==> src/rtl/wdt_pkg.sv <==
package wdt_pkg;
  localparam int unsigned CTRL_W = 2;
  localparam int unsigned OFS_LOAD  = 'h00;
  localparam int unsigned OFS_COUNT = 'h04;
  localparam int unsigned OFS_CTRL  = 'h08;
  localparam int unsigned OFS_CLEAR = 'h0C;
  localparam int unsigned OFS_RAW   = 'h10;
  localparam int unsigned OFS_MASK  = 'h14;

  typedef enum logic [2:0] {
    SEL_LOAD, SEL_COUNT, SEL_CTRL, SEL_CLEAR, SEL_RAW, SEL_MASK, SEL_NONE
  } reg_sel_e;
endpackage

==> src/rtl/wdt_regs.sv <==
module wdt_regs
  import wdt_pkg::*;
#(
  parameter int unsigned CNT_W    = 32,
  parameter int unsigned ADDR_W   = 5,
  parameter bit          LOCK_RUN = 1'b0
) (
  input  logic              clk,
  input  logic              rst_n,
  input  logic              psel,
  input  logic              penable,
  input  logic              pwrite,
  input  logic [ADDR_W-1:0] paddr,
  input  logic [CNT_W-1:0]  pwdata,
  input  logic [CNT_W-1:0]  cnt_val,
  input  logic              raw_st,
  output logic [CNT_W-1:0]  prdata,
  output logic [CNT_W-1:0]  load_q,
  output logic              run_en,
  output logic              rreq_en,
  output logic              load_wr,
  output logic              clr_wr,
  output logic              start
);
  localparam logic [CNT_W-1:0] LOAD_RST = '1;

  reg_sel_e           sel;
  logic               wr_acc;
  logic               ctrl_req;
  logic               ctrl_ok;
  logic [CTRL_W-1:0]  ctrl_q;
  logic [CTRL_W-1:0]  ctrl_d;
  logic [CNT_W-1:0]   load_d;

  always_comb begin
    case (paddr)
      ADDR_W'(OFS_LOAD):  sel = SEL_LOAD;
      ADDR_W'(OFS_COUNT): sel = SEL_COUNT;
      ADDR_W'(OFS_CTRL):  sel = SEL_CTRL;
      ADDR_W'(OFS_CLEAR): sel = SEL_CLEAR;
      ADDR_W'(OFS_RAW):   sel = SEL_RAW;
      ADDR_W'(OFS_MASK):  sel = SEL_MASK;
      default:            sel = SEL_NONE;
    endcase
  end

  assign wr_acc   = psel & penable & pwrite;
  assign load_wr  = wr_acc & (sel == SEL_LOAD);
  assign clr_wr   = wr_acc & (sel == SEL_CLEAR);
  assign ctrl_req = wr_acc & (sel == SEL_CTRL);

  generate
    if (LOCK_RUN) begin : g_lock
      assign ctrl_ok = ctrl_req & ~ctrl_q[0];
    end else begin : g_free
      assign ctrl_ok = ctrl_req;
    end
  endgenerate

  always_comb begin
    ctrl_d = ctrl_q;
    load_d = load_q;
    if (ctrl_ok) ctrl_d = pwdata[CTRL_W-1:0];
    if (load_wr) load_d = pwdata;
  end

  assign start = ctrl_ok & pwdata[0] & ~ctrl_q[0];

  always_ff @(posedge clk or negedge rst_n) begin
    if (!rst_n) begin
      ctrl_q <= '0;
      load_q <= LOAD_RST;
    end else begin
      if (ctrl_ok) ctrl_q <= ctrl_d;
      if (load_wr) load_q <= load_d;
    end
  end

  assign run_en  = ctrl_q[0];
  assign rreq_en = ctrl_q[1];

  always_comb begin
    prdata = '0;
    if (psel) begin
      case (sel)
        SEL_LOAD:  prdata = load_q;
        SEL_COUNT: prdata = cnt_val;
        SEL_CTRL:  prdata = CNT_W'(ctrl_q);
        SEL_RAW:   prdata = CNT_W'(raw_st);
        SEL_MASK:  prdata = CNT_W'(raw_st & ctrl_q[0]);
        default:   prdata = '0;
      endcase
    end
  end

  generate
    if (LOCK_RUN) begin : g_lock_chk

      run_locked_chk: assert property (@(posedge clk) disable iff (!rst_n)
        run_en |=> run_en);
    end
  endgenerate
endmodule

==> src/rtl/wdt_count.sv <==
module wdt_count #(
  parameter int unsigned CNT_W = 32
) (
  input  logic             clk,
  input  logic             rst_n,
  input  logic             tick,
  input  logic             run_en,
  input  logic             load_wr,
  input  logic [CNT_W-1:0] wdata,
  input  logic             clr_wr,
  input  logic             start,
  input  logic [CNT_W-1:0] load_q,
  output logic [CNT_W-1:0] cnt_q,
  output logic             timeout
);
  localparam logic [CNT_W-1:0] CNT_RST = '1;
  localparam logic [CNT_W-1:0] ONE     = CNT_W'(1);

  logic [CNT_W-1:0] cnt_d;
  logic             cnt_ce;
  logic             step;

  assign step   = run_en & tick;
  assign cnt_ce = load_wr | clr_wr | start | step;

  always_comb begin
    cnt_d   = cnt_q;
    timeout = 1'b0;
    if (load_wr) begin
      cnt_d = wdata;
    end else if (clr_wr || start) begin
      cnt_d = load_q;
    end else if (step) begin
      if (cnt_q <= ONE) begin
        timeout = 1'b1;
        cnt_d   = load_q;
      end else begin
        cnt_d = cnt_q - ONE;
      end
    end
  end

  always_ff @(posedge clk or negedge rst_n) begin
    if (!rst_n) cnt_q <= CNT_RST;
    else if (cnt_ce) cnt_q <= cnt_d;
  end


  hold_when_stopped_chk: assert property (@(posedge clk) disable iff (!rst_n)
    (!run_en && !load_wr && !clr_wr && !start) |=> $stable(cnt_q));


  one_per_tick_chk: assert property (@(posedge clk) disable iff (!rst_n)
    (run_en && tick && !load_wr && !clr_wr && !start && cnt_q > ONE)
      |=> cnt_q == $past(cnt_q) - ONE);


  load_copy_chk: assert property (@(posedge clk) disable iff (!rst_n)
    load_wr |=> cnt_q == $past(wdata));
endmodule

==> src/rtl/wdt_event.sv <==
module wdt_event (
  input  logic clk,
  input  logic rst_n,
  input  logic timeout,
  input  logic clr_wr,
  input  logic rreq_en,
  output logic raw_q,
  output logic rst_req_q
);
  logic raw_d;
  logic rst_req_d;

  always_comb begin
    raw_d = raw_q;
    if (clr_wr)       raw_d = 1'b0;
    else if (timeout) raw_d = 1'b1;
    rst_req_d = timeout & raw_q & rreq_en;
  end

  always_ff @(posedge clk or negedge rst_n) begin
    if (!rst_n) begin
      raw_q     <= 1'b0;
      rst_req_q <= 1'b0;
    end else begin
      raw_q     <= raw_d;
      rst_req_q <= rst_req_d;
    end
  end


  raw_from_timeout_chk: assert property (@(posedge clk) disable iff (!rst_n)
    $rose(raw_q) |-> $past(timeout));


  req_needs_raw_chk: assert property (@(posedge clk) disable iff (!rst_n)
    rst_req_q |-> $past(raw_q) && $past(rreq_en));


  clear_drops_raw_chk: assert property (@(posedge clk) disable iff (!rst_n)
    clr_wr |=> !raw_q);
endmodule

==> src/rtl/wdt_timer.sv <==
module wdt_timer #(
  parameter int unsigned CNT_W    = 32,
  parameter int unsigned ADDR_W   = 5,
  parameter bit          LOCK_RUN = 1'b0
) (
  input  logic              clk,
  input  logic              rst_n,
  input  logic              tick_en,
  input  logic              psel,
  input  logic              penable,
  input  logic              pwrite,
  input  logic [ADDR_W-1:0] paddr,
  input  logic [CNT_W-1:0]  pwdata,
  output logic [CNT_W-1:0]  prdata,
  output logic              irq,
  output logic              rst_req
);
  logic [1:0]       rst_sync;
  logic             rst_i_n;
  logic [CNT_W-1:0] load_q;
  logic [CNT_W-1:0] cnt_q;
  logic             run_en;
  logic             rreq_en;
  logic             load_wr;
  logic             clr_wr;
  logic             start;
  logic             timeout;
  logic             raw_q;

  always_ff @(posedge clk or negedge rst_n) begin
    if (!rst_n) rst_sync <= 2'b00;
    else        rst_sync <= {rst_sync[0], 1'b1};
  end
  assign rst_i_n = rst_sync[1];

  wdt_regs #(.CNT_W(CNT_W), .ADDR_W(ADDR_W), .LOCK_RUN(LOCK_RUN)) u_regs (
    .clk(clk), .rst_n(rst_i_n), .psel(psel), .penable(penable),
    .pwrite(pwrite), .paddr(paddr), .pwdata(pwdata), .cnt_val(cnt_q),
    .raw_st(raw_q), .prdata(prdata), .load_q(load_q), .run_en(run_en),
    .rreq_en(rreq_en), .load_wr(load_wr), .clr_wr(clr_wr), .start(start)
  );

  wdt_count #(.CNT_W(CNT_W)) u_count (
    .clk(clk), .rst_n(rst_i_n), .tick(tick_en), .run_en(run_en),
    .load_wr(load_wr), .wdata(pwdata), .clr_wr(clr_wr), .start(start),
    .load_q(load_q), .cnt_q(cnt_q), .timeout(timeout)
  );

  wdt_event u_event (
    .clk(clk), .rst_n(rst_i_n), .timeout(timeout), .clr_wr(clr_wr),
    .rreq_en(rreq_en), .raw_q(raw_q), .rst_req_q(rst_req)
  );

  assign irq = raw_q & run_en;


  irq_gated_chk: assert property (@(posedge clk) disable iff (!rst_i_n)
    !run_en |-> !irq);


  start_reload_chk: assert property (@(posedge clk) disable iff (!rst_i_n)
    (start && !load_wr) |=> cnt_q == $past(load_q));
endmodule

==> config.mk <==
export PLATFORM = sky130hd
export DESIGN_NAME = wdt_timer
export DESIGN_NICKNAME = d
export VERILOG_FILES = /design/src/rtl/wdt_pkg.sv /design/src/rtl/wdt_regs.sv /design/src/rtl/wdt_count.sv /design/src/rtl/wdt_event.sv /design/src/rtl/wdt_timer.sv
export SDC_FILE = /design/constraint.sdc
export NUM_CORES = 1
export LEC_CHECK = 0
export ABC_AREA = 1
export CAP_MARGIN = 20
export CORE_UTILIZATION = 50
export CTS_CLUSTER_SIZE = 10
export DETAILED_ROUTE_END_ITERATION = 16
export PLACE_DENSITY = 0.78
export SLEW_MARGIN = 25
export SYNTH_ARGS = -nofsm -noshare
export SYNTH_HDL_FRONTEND = slang
export SYNTH_SLANG_ARGS = --single-unit
==> constraint.sdc <==
create_clock -name clk -period 2 [get_ports clk]
set_clock_uncertainty 0.1 [all_clocks]
set_input_delay 0.5 -clock clk [delete_from_list [all_inputs] [get_ports clk]]
set_output_delay 0.5 -clock clk [all_outputs]
set_load 0.02 [all_outputs]
== Word-level counts from Yosys, hierarchy flattened ==
Index checks and enable logic that the tools add are counted.
Word-level totals
  register bits: 70
  output and inout bits: 34
  logic and storage cells: 53
Cells by class
  $add $sub $neg: 1
  $lt $le $gt $ge: 1
  equal/unequal tests: 10
  mux-type cells: 13
  bitwise logic cells: 16
  reductions and logical operators: 6
Operators with widths (count)
  $mux W32: 5
  $pmux W32 S5: 1
  $le A32 B1 Y1 const B: 1
  $sub A32 B1 Y32 const B: 1
  $pmux W3 S6: 1
  $and A1 B1 Y1: 12
  $eq A5 B4 Y1 const B: 2
  $eq A5 B5 Y1 const B: 2
  $eq A3 B2 Y1 const B: 2
  $eq A3 B3 Y1 const B: 2
  $mux W1: 6
  $eq A5 B3 Y1 const B: 1
  $logic_not A5 Y1: 1
  $eq A3 B1 Y1 const B: 1
  $logic_not A3 Y1: 1
  $or A1 B1 Y1: 3
  $reduce_bool A3 Y1: 1
  $reduce_and A2 Y1: 1
  $reduce_bool A2 Y1: 1
  $logic_or A1 B1 Y1: 1
  $not A1 Y1: 1

== Depth between registers and ports, before layout ==
Gate-level depths: netlist of the first run.
  word-level depth: 11
  mapped depth: 14
  gate-level depth less buffers: 13

== Modules after synthesis ==
A second synthesis of the first run with hierarchy kept.
Unflattened totals
  cell total of the unflattened synthesis: 813
  area total of the unflattened synthesis: 5142.4 um^2
By module, submodules not included
  wdt_count: times used 1, cells an instance 517, area an instance 2954.1 um^2
  wdt_regs: times used 1, cells an instance 284, area an instance 2055.7 um^2
  wdt_event: times used 1, cells an instance 7, area an instance 71.3 um^2
  wdt_timer: times used 1, cells an instance 5, area an instance 61.3 um^2

== Worst setup path after synthesis of the first run ==
No wires, ideal clock.
  kind: in2out
  start: input port paddr[1]
  end: output port prdata[10]
  data arrival time: 1474 ps
  slack: -74 ps
  stages: 6
  buffers on the path: 1
  cell sequence: nor2_2 > nand3_2 > buf_1 > o22ai_1 > inv_1 > nor2_1
Between the ends
  cells in the longest elaborated chain, start to end: 5
  elaborated cells on any way between the ends: 14
  classes of those cells: eq/ne (9); mux (3); reduce/logical (2)
Ends and longest elaborated chain
  from (decl): RTL line wdt_timer.sv:12  | input logic [ADDR_W-1:0] paddr,
  $eq A5 B5 Y1, or another cell as far along: RTL line wdt_regs.sv:36  | case (paddr)
  $pmux W3 S6 *: RTL line wdt_regs.sv:36
  $eq A3 B3 Y1, or another cell as far along: RTL line wdt_regs.sv:85  | case (sel)
  $pmux W32 S5 *: RTL line wdt_regs.sv:85
  $mux W32 *: RTL line wdt_regs.sv:84  | if (psel) begin
  to (decl): RTL line wdt_timer.sv:14  | output logic [CNT_W-1:0] prdata,
Mark *: on every way between the ends. The rest lies on a longest branch, timed or not.

== Worst setup path in the final report of the first run ==
  start: input port paddr[4]
  end: output port prdata[1]
The elaborated chain is that of the path after synthesis.

==> results of run 1 <==
-- critical path: stages --
cell,delay [ns]
clkdlybuf4s15_2,0.21
inv_2,0.10
buf_4,0.12
buf_4,0.10
nand4_1,0.14
inv_1,0.15
nand2_1,0.11
o221ai_2,0.07
nand2_1,0.08
inv_1,0.08
buf_6,0.12
-- power by group --
group / internal (mW) / switching (mW)
Combinational: 1.48 / 1.86
Sequential: 1.93 / 0.190
Clock: 0.475 / 0.571
-- logic make-up (layout without fill, tap and decap cells) --
kind of cell / Yosys count / in the layout / share of synthesized area, %
AOI/OAI and AO/OA: 81 / 81 / 9.03
muxes: 1 / 1 / 0.223
other: 1 / 1 / 0.0743
xor gates and xnor gates: 23 / 23 / 3.99
adders and majority gates: 2 / 2 / 0.496
and+or+nand+nor: 430 / 430 / 36.7
buffers and inverters: 162 / 389 / 13.2
DFF: 70 / 70 / 36.3
-- how the worst min path moves through the flow --
| stage | slack [ns] | from | end |
|---|---|---|---|
| final | 0.18 | rst_n | rst_sync[0] |
| after global routing | 0.19 | rst_n | rst_sync[0] |
| after CTS | 0.19 | rst_n | rst_sync[0] |
| after detailed placement | 0.22 | rst_sync[1] | u_regs.ctrl_q[1] |
| after global placement | 0.22 | rst_sync[1] | u_regs.ctrl_q[1] |
| after floorplan | 0.10 | rst_n | rst_sync[0] |
-- sequential cells by signal, summed over array words and instances (netlist names) --
register and cells:
u_count.cnt_q 32, u_regs.load_q 32, rst_sync 2, u_regs.ctrl_q 2
u_event.raw_q 1, u_event.rst_req_q 1
-- metal layers --
layer	track usage (%)	vias to the layer above
met5	0	-
met4	19.6	0
met3	6.91	210
met2	62.7	483
met1	41.3	2985
li1	-	2823
-- stage by stage --
stage | cells | cell area, um^2 | setup slack (ns) | power (mW)
floorplan | 770 | 5120 | 0.00456 | 3.35
CTS | 1122 | 7800 | -0.264 | 5.76
global route | 1130 | 8410 | -0.419 | 6.76
detailed placement | 1082 | 7050 | -1.11 | 4.54
finish | 1130 | 8410 | -0.394 | 6.52
global placement | 1082 | 7050 | -1.05 | 4.47
-- area by class of cell --
cell class	instances	area [um^2]	share of cell area, %
Multi-Input combinational cell	538	3360	39.9
Timing Repair Buffer	242	2390	28.4
Sequential cell	70	1830	21.8
Inverter	132	505	6.01
Tap cell	133	166	1.98
Clock buffer	13	149	1.77
Clock inverter	2	10.0	0.119
-- synth_stat cells (6+ instances only) --
| library cell | count | share of area, % |
|---|---|---|
| o21ai_0 | 29 | 2.9 |
| nand4_1 | 9 | 1.1 |
| nor2_2 | 12 | 1.5 |
| clkbuf_1 | 9 | 0.67 |
| nand3_1 | 48 | 4.8 |
| dfrtp_1 | 6 | 3.0 |
| o22ai_1 | 31 | 3.8 |
| buf_2 | 12 | 1.2 |
| inv_1 | 119 | 8.9 |
| a21oi_1 | 13 | 1.3 |
| nor2_1 | 125 | 9.3 |
| nand2_1 | 212 | 16 |
| dfstp_2 | 64 | 33 |
| xor2_1 | 22 | 3.8 |
| inv_2 | 11 | 0.82 |
-- repair_timing --
| item | CTS | global route |
|---|---|---|
| gates resized for setup | 281 | 134 |
| gates cloned | 6 | 4 |
| hold buffers | 0 | 0 |
| setup buffers | 20 | 6 |
| setup endpoints to repair | 86 | 66 |
| pin swaps | 29 | 53 |
==> out/results.ini, run 1 <==
[status]
status=finished, violations left
violations=negative setup slack

[timing]
finalSetupTns_ns=-15.36
fmax_mhz=418
period_needed_ns=2.39
worst_slack_ns=-0.394
whs_ns=0.183
hold_viol_final=0
setup_violations=66
drv_slew=0
post-route-period-util_pct=120
rsz0062_at_grt=true

[place]
dp_hpwl_um=11400
gp_congestion=0.956
numPortBuffers=76

[routing]
drc=0
dr.pass1.iters=5
drt_iter0_drc=553
wl_met3_um=2120
wirelength_met1_um=7670
met2WireLength_um=10300
ant_nets=0
wirelength_um=22100
vias=6501
wire_per_inst_um=19.5
dr.max_layer_used=met4
via_per_inst=5.75

[final_layout]
fin_util_pct=86.1
syn_to_final_growth_pct=66.8
fillers=504
antenna_cells=0
final_cell_mix=nand2_1 (171), buf_4 (135), inv_1 (113), nor2_1 (74), dfstp_2 (64)
final_common_cell=nand2_1
fin_nets=1038
drive_gt1_share_pct=47.6

[floorplanning]
start_util_pct=51.6
die_w_um=102
core_area_um2=9770
dieArea_um2=10500
die_h_um=102
rows=36
ios=77

[global_route]
gr-usage-all-layers_pct=35.9
overflow=0
grt_max_degree=69
antenna_found_initial=0
grt_pass1_wl_um=28300
grt_pass1_vias=5876

[clock_network]
cts_buffers=9
cts_root_buf=clkbuf_8
cts_sinks=70
clkTransAtPathRegs_ns=0.07
ctsHtreeMaxLevel=3
cts_buffer_depth=2
clock_latency_ns=0.38
tritoncts=yes

[worst_setup_path]
required_ns=1.40
crit_fanout=3
r2r_end=u_count.cnt_q[5]
cp-end-kind=output port
arrival_ns=1.79
crit_start=paddr[4]
endpoint=prdata[1]
r2r_slack_ns=-0.29
reg2reg_from=u_count.cnt_q[1]
start_kind=input port
reg2regPathDepth=14
worst-setup-path-type=input port to output port

[power_and_ir_drop]
ir_drop_mv=0.484
leakagePower_nw=4.25
powerDensity_nw_per_um2=774

[synth]
synth.avg_cell_area_um2=6.55
synth_area_um2=5040
synth_edf_count=0
yosys.cell_types.count=36
ys_seq_elements=70
yosysWarnings=0
async_reset_ff_share_pct=100
synth_nets=815
yosysSeqAreaShare_pct=36.3
ys.flop_type=dfstp_2
postSynthCellCount=770

[min_path]
hold_path_class=input port to async pin

[flow_run]
cap_violations=0

(Power assumes the default switching activity.)
==> run 2, diff against run 1 <==
--- a/config.mk
+++ b/config.mk
@@ -8,7 +8,6 @@
 export ABC_AREA = 1
 export CAP_MARGIN = 20
 export CORE_UTILIZATION = 50
-export CTS_CLUSTER_SIZE = 10
 export DETAILED_ROUTE_END_ITERATION = 16
 export PLACE_DENSITY = 0.78
 export SLEW_MARGIN = 25
==> results of run 2 <==
Same layout as run 1: the final DEF is identical, and so are final timing and power.
